### config.mk
export PLATFORM = sky130hd
export DESIGN_NAME = serial_port
export DESIGN_NICKNAME = d
export VERILOG_FILES = /design/src/rtl/sp_pkg.sv /design/src/rtl/sp_baud.sv /design/src/rtl/sp_tx.sv /design/src/rtl/sp_rx.sv /design/src/rtl/serial_port.sv
export SDC_FILE = /design/constraint.sdc
export NUM_CORES = 1
export LEC_CHECK = 0
export BUFFER_PORTS_ARGS = -buffer_cell sky130_fd_sc_hd__buf_2
export CAP_MARGIN = 10
export CORE_MARGIN = 2
export CORE_UTILIZATION = 35
export DETAILED_ROUTE_END_ITERATION = 6
export GPL_TIMING_DRIVEN = 0
export SETUP_SLACK_MARGIN = 0.1
export SYNTH_ARGS = -nofsm -noshare
export SYNTH_HDL_FRONTEND = slang
export SYNTH_SLANG_ARGS = --single-unit
### constraint.sdc
create_clock -name clk -period 2.3 [get_ports clk]
set_input_delay 0.115 -clock clk [delete_from_list [all_inputs] [get_ports clk]]
set_output_delay 0.115 -clock clk [all_outputs]
set_load 0.02 [all_outputs]
### src/rtl/sp_pkg.sv
package sp_pkg;
  typedef enum logic [1:0] {
    MODE_SHIFT = 2'd0,
    MODE_UART8 = 2'd1,
    MODE_ADDR9 = 2'd2,
    MODE_UART9 = 2'd3
  } sp_mode_e;

  localparam logic [1:0] REG_DATA = 2'd0;
  localparam logic [1:0] REG_CTRL = 2'd1;
  localparam logic [1:0] REG_STAT = 2'd2;
  localparam logic [1:0] REG_BAUD = 2'd3;

  localparam int CTRL_PAR  = 2;
  localparam int CTRL_REN  = 3;
  localparam int CTRL_TB8  = 4;
  localparam int CTRL_SHIN = 5;
endpackage

### src/rtl/sp_baud.sv
module sp_baud #(
  parameter int DIV_W = 15
) (
  input  logic             clk,
  input  logic             rst_n,
  input  logic [DIV_W-1:0] reload,
  output logic             tick
);
  logic [DIV_W-1:0] cnt;

  always_ff @(posedge clk) begin
    if (!rst_n) begin
      cnt  <= '0;
      tick <= 1'b0;
    end else begin
      tick <= (cnt == '0);
      cnt  <= (cnt == '0) ? reload : cnt - 1'b1;
    end
  end
endmodule

### src/rtl/sp_tx.sv
module sp_tx
  import sp_pkg::*;
#(
  parameter int OS = 8
) (
  input  logic       clk,
  input  logic       rst_n,
  input  logic       tick,
  input  sp_mode_e   mode,
  input  logic       par_en,
  input  logic       tb8,
  input  logic       load,
  input  logic [7:0] load_data,
  input  logic       shin_req,
  input  logic       rxd_s,
  output logic       txd,
  output logic       rxd_out,
  output logic       rxd_oe,
  output logic       done_ev,
  output logic       shin_ev,
  output logic [7:0] shin_data
);
  localparam int PH_W = $clog2(OS);
  localparam int FR_W = 11;

  logic             hold_v, hold_rx, busy, dir_in, sync_m, nine, ninth_slot;
  logic [7:0]       hold_d, rsh;
  logic [FR_W-1:0]  sh;
  logic [3:0]       bitn, last_data, last_bit;
  logic [PH_W-1:0]  ph, ph_last, ph_mid;

  always_comb begin
    sync_m  = (mode == MODE_SHIFT);
    ph_last = sync_m ? PH_W'(1) : PH_W'(OS - 1);
    ph_mid  = sync_m ? '0 : PH_W'(OS / 2 - 1);
    case (mode)
      MODE_SHIFT: last_data = 4'd7;
      MODE_UART8: last_data = 4'd8;
      default:    last_data = 4'd9;
    endcase
    last_bit   = sync_m ? 4'd7 : last_data + 4'd1;
    nine       = par_en ? ^hold_d : tb8;
    ninth_slot = (mode == MODE_UART8) ? 1'b1 : nine;
  end

  always_ff @(posedge clk) begin
    if (!rst_n) begin
      hold_v <= 1'b0; hold_rx <= 1'b0; busy <= 1'b0; dir_in <= 1'b0;
      hold_d <= '0;   rsh <= '0;       sh <= '1;      bitn <= '0;
      ph <= '0;       done_ev <= 1'b0; shin_ev <= 1'b0;
    end else begin
      done_ev <= 1'b0;
      shin_ev <= 1'b0;
      if (tick) begin
        if (!busy) begin
          if (hold_v) begin
            busy <= 1'b1; dir_in <= 1'b0; hold_v <= 1'b0; ph <= '0; bitn <= '0;
            sh <= sync_m ? {3'b111, hold_d} : {1'b1, ninth_slot, hold_d, 1'b0};
          end else if (hold_rx && sync_m) begin
            busy <= 1'b1; dir_in <= 1'b1; hold_rx <= 1'b0; ph <= '0; bitn <= '0;
          end
        end else begin
          if (ph == ph_mid && dir_in) rsh <= {rxd_s, rsh[7:1]};
          if (ph == ph_mid && bitn == last_data) begin
            if (dir_in) shin_ev <= 1'b1;
            else        done_ev <= 1'b1;
          end
          if (ph == ph_last) begin
            ph <= '0;
            sh <= {1'b1, sh[FR_W-1:1]};
            if (bitn == last_bit) busy <= 1'b0;
            else                  bitn <= bitn + 1'b1;
          end else begin
            ph <= ph + 1'b1;
          end
        end
      end
      if (load) begin
        hold_v <= 1'b1;
        hold_d <= load_data;
      end
      if (shin_req) hold_rx <= 1'b1;
    end
  end

  assign txd       = busy ? (sync_m ? ph[0] : sh[0]) : 1'b1;
  assign rxd_out   = sh[0];
  assign rxd_oe    = busy & sync_m & ~dir_in;
  assign shin_data = rsh;
endmodule

### src/rtl/sp_rx.sv
module sp_rx
  import sp_pkg::*;
#(
  parameter int OS = 8
) (
  input  logic       clk,
  input  logic       rst_n,
  input  logic       tick,
  input  logic       en,
  input  sp_mode_e   mode,
  input  logic       par_en,
  input  logic       rxd_s,
  output logic       done_ev,
  output logic [7:0] data,
  output logic       flag
);
  localparam int PH_W = $clog2(OS);
  localparam logic [PH_W-1:0] S0 = PH_W'(OS / 2 - 1);
  localparam logic [PH_W-1:0] S1 = PH_W'(OS / 2);
  localparam logic [PH_W-1:0] S2 = PH_W'(OS / 2 + 1);
  localparam logic [PH_W-1:0] PL = PH_W'(OS - 1);

  typedef enum logic [1:0] {RX_IDLE, RX_RUN, RX_WAIT} rx_st_e;

  rx_st_e          st;
  logic [PH_W-1:0] ph;
  logic [3:0]      bitn, last_data;
  logic [1:0]      samp;
  logic [8:0]      rsh, nxt;
  logic            vote, wide, accept;

  always_comb begin
    vote      = (samp[0] & samp[1]) | (samp[0] & rxd_s) | (samp[1] & rxd_s);
    nxt       = {vote, rsh[8:1]};
    wide      = (mode != MODE_UART8);
    last_data = wide ? 4'd9 : 4'd8;
    accept    = (mode != MODE_ADDR9) | nxt[8];
  end

  always_ff @(posedge clk) begin
    if (!rst_n) begin
      st <= RX_IDLE; ph <= '0; bitn <= '0; samp <= '0; rsh <= '0;
      done_ev <= 1'b0; data <= '0; flag <= 1'b0;
    end else begin
      done_ev <= 1'b0;
      if (!en) begin
        st <= RX_IDLE;
      end else if (tick) begin
        case (st)
          RX_IDLE: if (!rxd_s) begin
            st <= RX_RUN; ph <= '0; bitn <= '0;
          end
          RX_RUN: begin
            ph <= (ph == PL) ? '0 : ph + 1'b1;
            if (ph == PL) bitn <= bitn + 1'b1;
            if (ph == S0) samp[0] <= rxd_s;
            if (ph == S1) samp[1] <= rxd_s;
            if (ph == S2) begin
              if (bitn == '0) begin
                if (vote) st <= RX_IDLE;
              end else begin
                rsh <= nxt;
                if (bitn == last_data) begin
                  st <= RX_WAIT;
                  if (accept) begin
                    done_ev <= 1'b1;
                    data    <= wide ? nxt[7:0] : nxt[8:1];
                    flag    <= !wide ? 1'b0 : (par_en ? ^nxt : nxt[8]);
                  end
                end
              end
            end
          end
          RX_WAIT: if (rxd_s) st <= RX_IDLE;
          default: st <= RX_IDLE;
        endcase
      end
    end
  end
endmodule

### src/rtl/serial_port.sv
module serial_port
  import sp_pkg::*;
#(
  parameter int DIV_W = 15,
  parameter int OS    = 8
) (
  input  logic        clk,
  input  logic        rst_n,
  input  logic        bus_wr,
  input  logic        bus_rd,
  input  logic [1:0]  bus_addr,
  input  logic [15:0] bus_wdata,
  output logic [15:0] bus_rdata,
  output logic        txd,
  input  logic        rxd_in,
  output logic        rxd_out,
  output logic        rxd_oe,
  output logic        tx_irq,
  output logic        rx_irq
);
  sp_mode_e         cfg_mode;
  logic             cfg_par, cfg_ren, cfg_tb8;
  logic [DIV_W-1:0] baud_div;
  logic [7:0]       rx_buf, arx_data, srx_data;
  logic             stat_tx, stat_rx, stat_nine;
  logic             rxd_meta, rxd_s, tick;
  logic             tx_ev, arx_ev, arx_flag, srx_ev;
  logic             wr_data, wr_ctrl, wr_baud, rd_stat;

  assign wr_data = bus_wr && (bus_addr == REG_DATA);
  assign wr_ctrl = bus_wr && (bus_addr == REG_CTRL);
  assign wr_baud = bus_wr && (bus_addr == REG_BAUD);
  assign rd_stat = bus_rd && (bus_addr == REG_STAT);

  sp_baud #(.DIV_W(DIV_W)) i_baud (
    .clk(clk), .rst_n(rst_n), .reload(baud_div), .tick(tick)
  );

  sp_tx #(.OS(OS)) i_tx (
    .clk(clk), .rst_n(rst_n), .tick(tick), .mode(cfg_mode), .par_en(cfg_par),
    .tb8(cfg_tb8), .load(wr_data), .load_data(bus_wdata[7:0]),
    .shin_req(wr_ctrl && bus_wdata[CTRL_SHIN]), .rxd_s(rxd_s),
    .txd(txd), .rxd_out(rxd_out), .rxd_oe(rxd_oe),
    .done_ev(tx_ev), .shin_ev(srx_ev), .shin_data(srx_data)
  );

  sp_rx #(.OS(OS)) i_rx (
    .clk(clk), .rst_n(rst_n), .tick(tick),
    .en(cfg_ren && (cfg_mode != MODE_SHIFT)), .mode(cfg_mode), .par_en(cfg_par),
    .rxd_s(rxd_s), .done_ev(arx_ev), .data(arx_data), .flag(arx_flag)
  );

  always_ff @(posedge clk) begin
    if (!rst_n) begin
      cfg_mode <= MODE_SHIFT; cfg_par <= 1'b0; cfg_ren <= 1'b0; cfg_tb8 <= 1'b0;
      baud_div <= '0; rx_buf <= '0; stat_tx <= 1'b0; stat_rx <= 1'b0;
      stat_nine <= 1'b0; rxd_meta <= 1'b1; rxd_s <= 1'b1; bus_rdata <= '0;
    end else begin
      rxd_meta <= rxd_in;
      rxd_s    <= rxd_meta;
      if (wr_ctrl) begin
        cfg_mode <= sp_mode_e'(bus_wdata[1:0]);
        cfg_par  <= bus_wdata[CTRL_PAR];
        cfg_ren  <= bus_wdata[CTRL_REN];
        cfg_tb8  <= bus_wdata[CTRL_TB8];
      end
      if (wr_baud) baud_div <= bus_wdata[DIV_W-1:0];
      if (rd_stat) begin
        stat_tx <= 1'b0;
        stat_rx <= 1'b0;
      end
      if (tx_ev) stat_tx <= 1'b1;
      if (arx_ev) begin
        stat_rx   <= 1'b1;
        rx_buf    <= arx_data;
        stat_nine <= arx_flag;
      end
      if (srx_ev) begin
        stat_rx <= 1'b1;
        rx_buf  <= srx_data;
      end
      if (bus_rd) begin
        case (bus_addr)
          REG_DATA: bus_rdata <= {8'h00, rx_buf};
          REG_CTRL: bus_rdata <= {11'd0, cfg_tb8, cfg_ren, cfg_par, cfg_mode};
          REG_STAT: bus_rdata <= {13'd0, stat_nine, stat_rx, stat_tx};
          default:  bus_rdata <= 16'(baud_div);
        endcase
      end
    end
  end

  assign tx_irq = stat_tx;
  assign rx_irq = stat_rx;
endmodule

==> results of run 1 <==
cells in the mapped netlist (all sizes together) (2+ instances only):
master  count
nand2     112
and3        4
a21o        2
o21ai      16
dfxtp     132
a21oi      87
o31ai       7
mux4        3
nor2       85
or4         6
nor3b       6
or3         3
ha         11
nor4b       3
a22oi       3
mux2i      39
o211ai      8
a211o       2
clkbuf     37
xnor2      24
o21a        4
nor3       10
and2        2
nand4       6
inv        13
buf        12
nor4        4
nand2b     13
nor2b       5
a211oi     16
xor2        4
nand3b      4
or2         2
nand3      20
a311oi     11
worst max-delay path, delay by kind of cell, from the launching register on:
| kind | cells | cell delay [ns] |
|---|---|---|
| AND/OR/NAND/NOR | 2 | 0.55 |
| AO/OA/AOI/OAI | 3 | 0.70 |
| flip-flops | 1 | 0.32 |
| buffers and inverters | 2 | 0.53 |
registers in the layout, summed over array words and instances (netlist names), 10 cells and up:
| name | count |
|---|---|
| baud_div | 15 |
| bus_rdata | 15 |
| i_baud.cnt | 15 |
| i_tx.sh | 10 |
kinds of logic (layout without fill, tap and decap cells):
group	count (synthesis)	in the layout	synth area share (%)
flip-flops	132	132	43.0
adder cells (fa/ha/maj)	12	12	2.40
other	1	1	0.0610
XOR/XNOR	28	28	3.99
AND/OR/NAND/NOR	289	290	22.2
multiplexers	42	42	7.44
AO/OA/AOI/OAI	164	164	16.7
buffers and inverters	62	151	4.27
metrics by stage:
| stage | power, mW | hold WS (ns) | setup WS, ns |
|---|---|---|---|
| 2_1_floorplan | 3.44 | 0.216 | 0.408 |
| 3_3_place_gp | 3.68 | 0.305 | 0.0120 |
| 3_5_place_dp | 3.68 | 0.308 | 0.0238 |
| 4_1_cts | 6.43 | 0.0289 | 0.167 |
| 5_1_grt | 6.70 | 0.0419 | 0.0116 |
| 6_report | 6.40 | 0.0630 | 0.131 |
power groups by stage:
stage	sequential (mW)	clock (mW)	combinational, mW
2_1_floorplan	2.59	0	0.857
3_3_place_gp	2.61	0	1.07
3_5_place_dp	2.61	0	1.07
4_1_cts	2.56	2.76	1.11
5_1_grt	2.59	2.88	1.23
6_report	2.57	2.73	1.11
final timing paths:
check	slack, ns	end	cells past startpoint
min	0.06	i_tx.hold_rx	3
max	0.13	i_rx.flag	7
min reg2reg	0.41	rxd_s	1
max reg2reg	0.13	i_rx.flag	7
routing by layer:
metal | track usage [%] | vias to the layer above
li1 | - | 2699
met1 | 24.8 | 2481
met2 | 28.3 | 109
met3 | 3.93 | 17
met4 | 5.84 | 0
met5 | 0 | -
repair_timing:
action                                  4_1_cts  5_1_grt
hold buffers                                 16        0
endpoints found under the setup margin        9       21
resized for setup                             6       12
gates cloned                                  0        1
hold endpoints to repair                     28        0
buffers inserted                              1        1
pin swaps                                     0        1
area by class of cell:
class | count | area (sq um) | share of cell area, %
buffer | 48 | 220 | 2.95
clock buffer | 18 | 439 | 5.89
clock inverter | 14 | 153 | 2.05
inverter | 13 | 48.8 | 0.654
multi-input combinational | 537 | 3300 | 44.2
sequential | 132 | 2640 | 35.4
tap | 225 | 282 | 3.77
timing repair buffer | 58 | 375 | 5.03
==> impl_metrics.csv, run 1 <==
group,metric,value,unit
run,maxCapViolations,0,
power,clkPwrFrac,42.6,%
final_layout,fill_cells,1746,
final_layout,syn2layout_area_growth,21.3,%
power,p_sw,1.83,mW
cts,clkLatencyLatePin,0.43,ns
critical_path,critPathMaxStageDelay,0.39,ns
floorplanning,chipWidth,137,um
route,first_pass_iters,5,
route,avgRoutedWirePerCell,15.5,um
sta,relSlewSlack,43.2,%
global_route,grt_pass1_wl,25900,um
synthesis,ys_seq_elements,132,
floorplanning,rows,48,
final_layout,antennaDiodeCount,0,
power,comb_power_share,17.3,%
power,p_leak,2.76,nW
critical_path,critPathMaxFanout,10,
global_route,antenna_found_initial,0,
sta,drv_slew,0,
synthesis,synth-async-reset-ratio,0,%
sta,worst_slew_pin_slew,0.852,ns
final_layout,post-route-util,43.3,%
critical_path,endpoint_kind,"flip-flop",
critical_path,cp_data_required_time,2.65,ns
synthesis,synth_ff_type,"dfxtp_1",
global_route,first_global_vias,4813,
run_status,status,"finished, final reports clean",
synthesis,synth_area_leaders,"dfxtp_1 (43%), a21oi_1 (7.1%), nand2_1 (6.8%)",
final_layout,final_common_cell,"dfxtp_1",
synthesis,syn-cell-area,6150,sq um
floorplanning,start_util,35.7,%
placed_design,dp_hpwl,11300,um
critical_path,crit_start,"cfg_mode[1]",
sta,finalSetupTns,0,ns
synthesis,synth-edff-count,0,
global_route,grt-ovfl-total,0,
final_layout,layout_common_cells,"dfxtp_1 (131), nand2_1 (112), a21oi_1 (87)",
cts,cts_tree,"yes",
cts,root_buffer,"clkbuf_16",
final_layout,fin_area,7460,sq um
synthesis,netlist.area_leader.share,43.0,%
critical_path,r2r-start,"cfg_mode[1]",
power,vdd_drop_max,0.565,mV
placed_design,dpl_cell_area,6630,sq um
route,wl_met3,623,um
sta,setup_viol,0,
route,drc,0,
route,num_vias,5306,
route,wirelength,16200,um
critical_path,cp.arrival,2.52,ns
cts,clock_path_buffers,2,
placed_design,gp_congestion,0.801,
sta,skew,0.00773,ns
route,vias_per_cell,5.08,
route,wl_met2,7170,um
global_route,grt_max_degree,17,
floorplanning,ios,44,
critical_path,crit_type,"reg -> reg",
final_layout,fin_nets,841,
min_path,hp-class,"in -> reg",
synthesis,netlist_instances,730,
final_layout,drive_above_1_share,14.1,%
cts,clkTransAtPathRegs,0.06,ns
floorplanning,die_h,137,um
route,highest_layer,"met4",
critical_path,crit_chain,"buf_2, o21ai_1, nor3_4, nand4_1, clkbuf_1, a2111o_1, o221ai_1",
floorplanning,die_area,18700,sq um
power,intPower,4.58,mW
min_path,hold_start,"bus_wr",
floorplanning,core,17200,sq um
cts,cts_max_level,4,
sta,final_hold_viol_count,0,
sta,grt_setup_unrepaired,"yes",
placed_design,dpl.cell_count,995,
critical_path,start_kind,"flip-flop",
sta,max_freq,461,MHz
power,power_frac_seq,40.1,%
synthesis,syn-num-nets,764,
power,swShare,28.5,%
synthesis,synth_largest_area_cell,"dfxtp_1",
critical_path,slowest_stage,"a2111o_1",
synthesis,ys_seq_area_share,43.0,%
sta,fin_crit_sh,94.3,%
synthesis,yosys_warnings,0,
cts,cts_made_buffers,17,
placed_design,portBuffers,40,
synthesis,synth.distinct_cells,63,
power,powerDensity,858,nW/um^2
cts,cts_sinks,132,
route,first_iter_violations,352,
final_layout,finalNonFillerCells,1045,
route,wl_met1,8190,um
route,ant_nets,0,
sta,fin_crit,2.17,ns
synthesis,syn_area_per_cell,8.43,sq um
global_route,track_usage,18.1,%
Power figures use the tool's default switching activity.
==> inputs of run 2 (changes only) <==
Settings changed: CORE_UTILIZATION 35 to 50, PLACE_DENSITY set to 0.68.
==> impl_metrics.csv, run 2 (synthesis gave the netlist of run 1 again) <==
group,metric,value,unit
final_layout,reg_top3,"baud_div x15, bus_rdata x15, i_baud.cnt x15",
critical_path,critPathMaxStageDelay,0.37,ns
run,maxCapViolations,0,
global_route,grtUsageMet2,41.6,%
final_layout,post-route-util,61.1,%
route,drc,0,
critical_path,cp.arrival,2.43,ns
min_path,min_path_cells,3,
sta,final_hold_viol_count,0,
final_layout,layout_common_cells,"dfxtp_1 (132), nand2_1 (112), a21oi_1 (87)",
route,first_pass_iters,5,
route,wirelength,16000,um
floorplanning,start_util,51.2,%
global_route,use_met3,5.96,%
sta,skew,0.00703,ns
cts,root_buffer,"clkbuf_16",
sta,finalWorstSetupSlack,0.209,ns
global_route,antenna_found_initial,0,
critical_path,worst_r2r_path_depth,7,
critical_path,endpoint_kind,"flip-flop",
placed_design,dpl.cell_count,917,
critical_path,start_kind,"flip-flop",
global_route,grt-ovfl-total,0,
critical_path,critPathMaxFanout,10,
final_layout,antennaDiodeCount,0,
critical_path,slowest_stage,"a2111o_1",
cts,clkLatencyLatePin,0.42,ns
critical_path,crit_chain,"buf_2, o21ai_1, nor3_4, nand4_1, clkbuf_2, a2111o_1, o221ai_1",
final_layout,fin_area,7330,sq um
critical_path,cp_data_required_time,2.64,ns
cts,cts_made_buffers,17,
cts,cts_tree,"yes",
final_layout,fin_nets,840,
global_route,grt-busiest-layer,"met2",
sta,grt_setup_unrepaired,"yes",
final_layout,drive_above_1_share,13.8,%
sta,relSlewSlack,40.8,%
critical_path,r2r-start,"cfg_mode[1]",
placed_design,dpl_cell_area,6540,sq um
global_route,first_global_vias,5351,
cts,clock_path_buffers,2,
route,ant_nets,0,
route,vias_per_cell,5.71,
route,avgRoutedWirePerCell,16.5,um
sta,finalSetupTns,0,ns
floorplanning,rows,40,
run_status,status,"finished, final reports clean",
floorplanning,ios,44,
route,num_vias,5517,
critical_path,crit_type,"reg -> reg",
global_route,grt_use_met1,32.6,%
sta,max_freq,478,MHz
global_route,grt_max_degree,17,
critical_path,crit_buf_inv,2,
sta,drv_slew,0,
placed_design,gp_congestion,0.878,
critical_path,ff2ff_setup_slack,0.21,ns
floorplanning,chipWidth,115,um
critical_path,reg2reg_to,"i_rx.flag",
power,vdd_drop_max,0.443,mV
floorplanning,die_h,115,um
sta,setup_viol,0,
final_layout,syn2layout_area_growth,19.2,%
placed_design,portBuffers,40,
final_layout,finalNonFillerCells,966,
critical_path,timing.critical_path.max_delay_family,"compound AO/OA/AOI/OAI gates",
min_path,hp-class,"in -> reg",
power,p_leak,2.76,nW
final_layout,final_common_cell,"dfxtp_1",
min_path,hold_start,"bus_wr",
cts,cts_sinks,132,
placed_design,dp_hpwl,11200,um
power,powerDensity,867,nW/um^2
route,first_iter_violations,379,
sta,fin_crit,2.09,ns
sta,fin_crit_sh,90.9,%
placed_design,post-place-ws,-0.0353,ns
global_route,track_usage,25.3,%
min_path,min_to,"i_tx.hold_rx",
floorplanning,die_area,13200,sq um
sta,worst_slew_pin_slew,0.881,ns
global_route,grt_pass1_wl,26200,um
floorplanning,core,12000,sq um
cts,cts_max_level,4,
cts,clkTransAtPathRegs,0.06,ns
==> run 2: cell types whose count changed in the layout (fill, tap and decap cells not counted), moves of 2 or more <==
cell / delta
inv_6: -3
clkbuf_4: -2
buf_2: +2
clkbuf_2: +2
==> run 2: power by group <==
part	total (mW)	switching (mW)	internal [mW]
Combinational	1.14	0.625	0.514
Clock	2.66	1.01	1.65
Sequential	2.57	0.132	2.44
Total	6.36	1.77	4.60
==> run 2: what timing repair did <==
item / 4_1_cts / 5_1_grt
gates resized for setup: 4 / 12
hold endpoints to repair: 23 / 0
cloned: 0 / 0
setup buffers: 0 / 2
hold buffers: 16 / 0
setup endpoints to repair: 24 / 25
==> run 2: how the worst max path moves through the flow <==
stage                             start            end  cells past startpoint
after CTS                   cfg_mode[1]   i_rx.data[6]                      7
after floorplan           i_baud.cnt[5]  i_baud.cnt[6]                      6
after global routing        cfg_mode[0]     i_tx.sh[9]                      7
after global placement      cfg_mode[0]     i_tx.sh[9]                      7
after detailed placement    cfg_mode[0]     i_tx.sh[9]                      7
final                       cfg_mode[1]      i_rx.flag                      7
==> run 2: cell type report <==
| class | instances | area (sq um) |
|---|---|---|
| clock buffers | 20 | 457 |
| plain buffers | 48 | 218 |
| multi-input cells | 536 | 3280 |
| well taps | 147 | 184 |
| repair buffers | 58 | 375 |
| fillers | 1028 | 4680 |
| clock inverters | 12 | 131 |
| flip-flops and latches | 132 | 2640 |
| inverters | 13 | 48.8 |
==> run 2: per-layer routing <==
layer	up-vias	share of wire, %	wire [um]
met5	-	0	0
met4	0	1.6	250
met3	25	5.8	926
met2	177	48	7630
met1	2615	45	7160
li1	2700	-	-
==> run 2: through the flow <==
stage / hold WS (ns) / power (mW)
3_5_place_dp: 0.298 / 3.70
2_1_floorplan: 0.216 / 3.44
4_1_cts: 0.0296 / 6.38
5_1_grt: 0.0545 / 6.62
3_3_place_gp: 0.298 / 3.64
6_report: 0.0434 / 6.36
==> run 2: tightest hold or removal path: cells and delay by family <==
kind,cells,cell delay (ns)
compound gates,1,0.06
buf+inv,1,0.13
simple gates,1,0.10
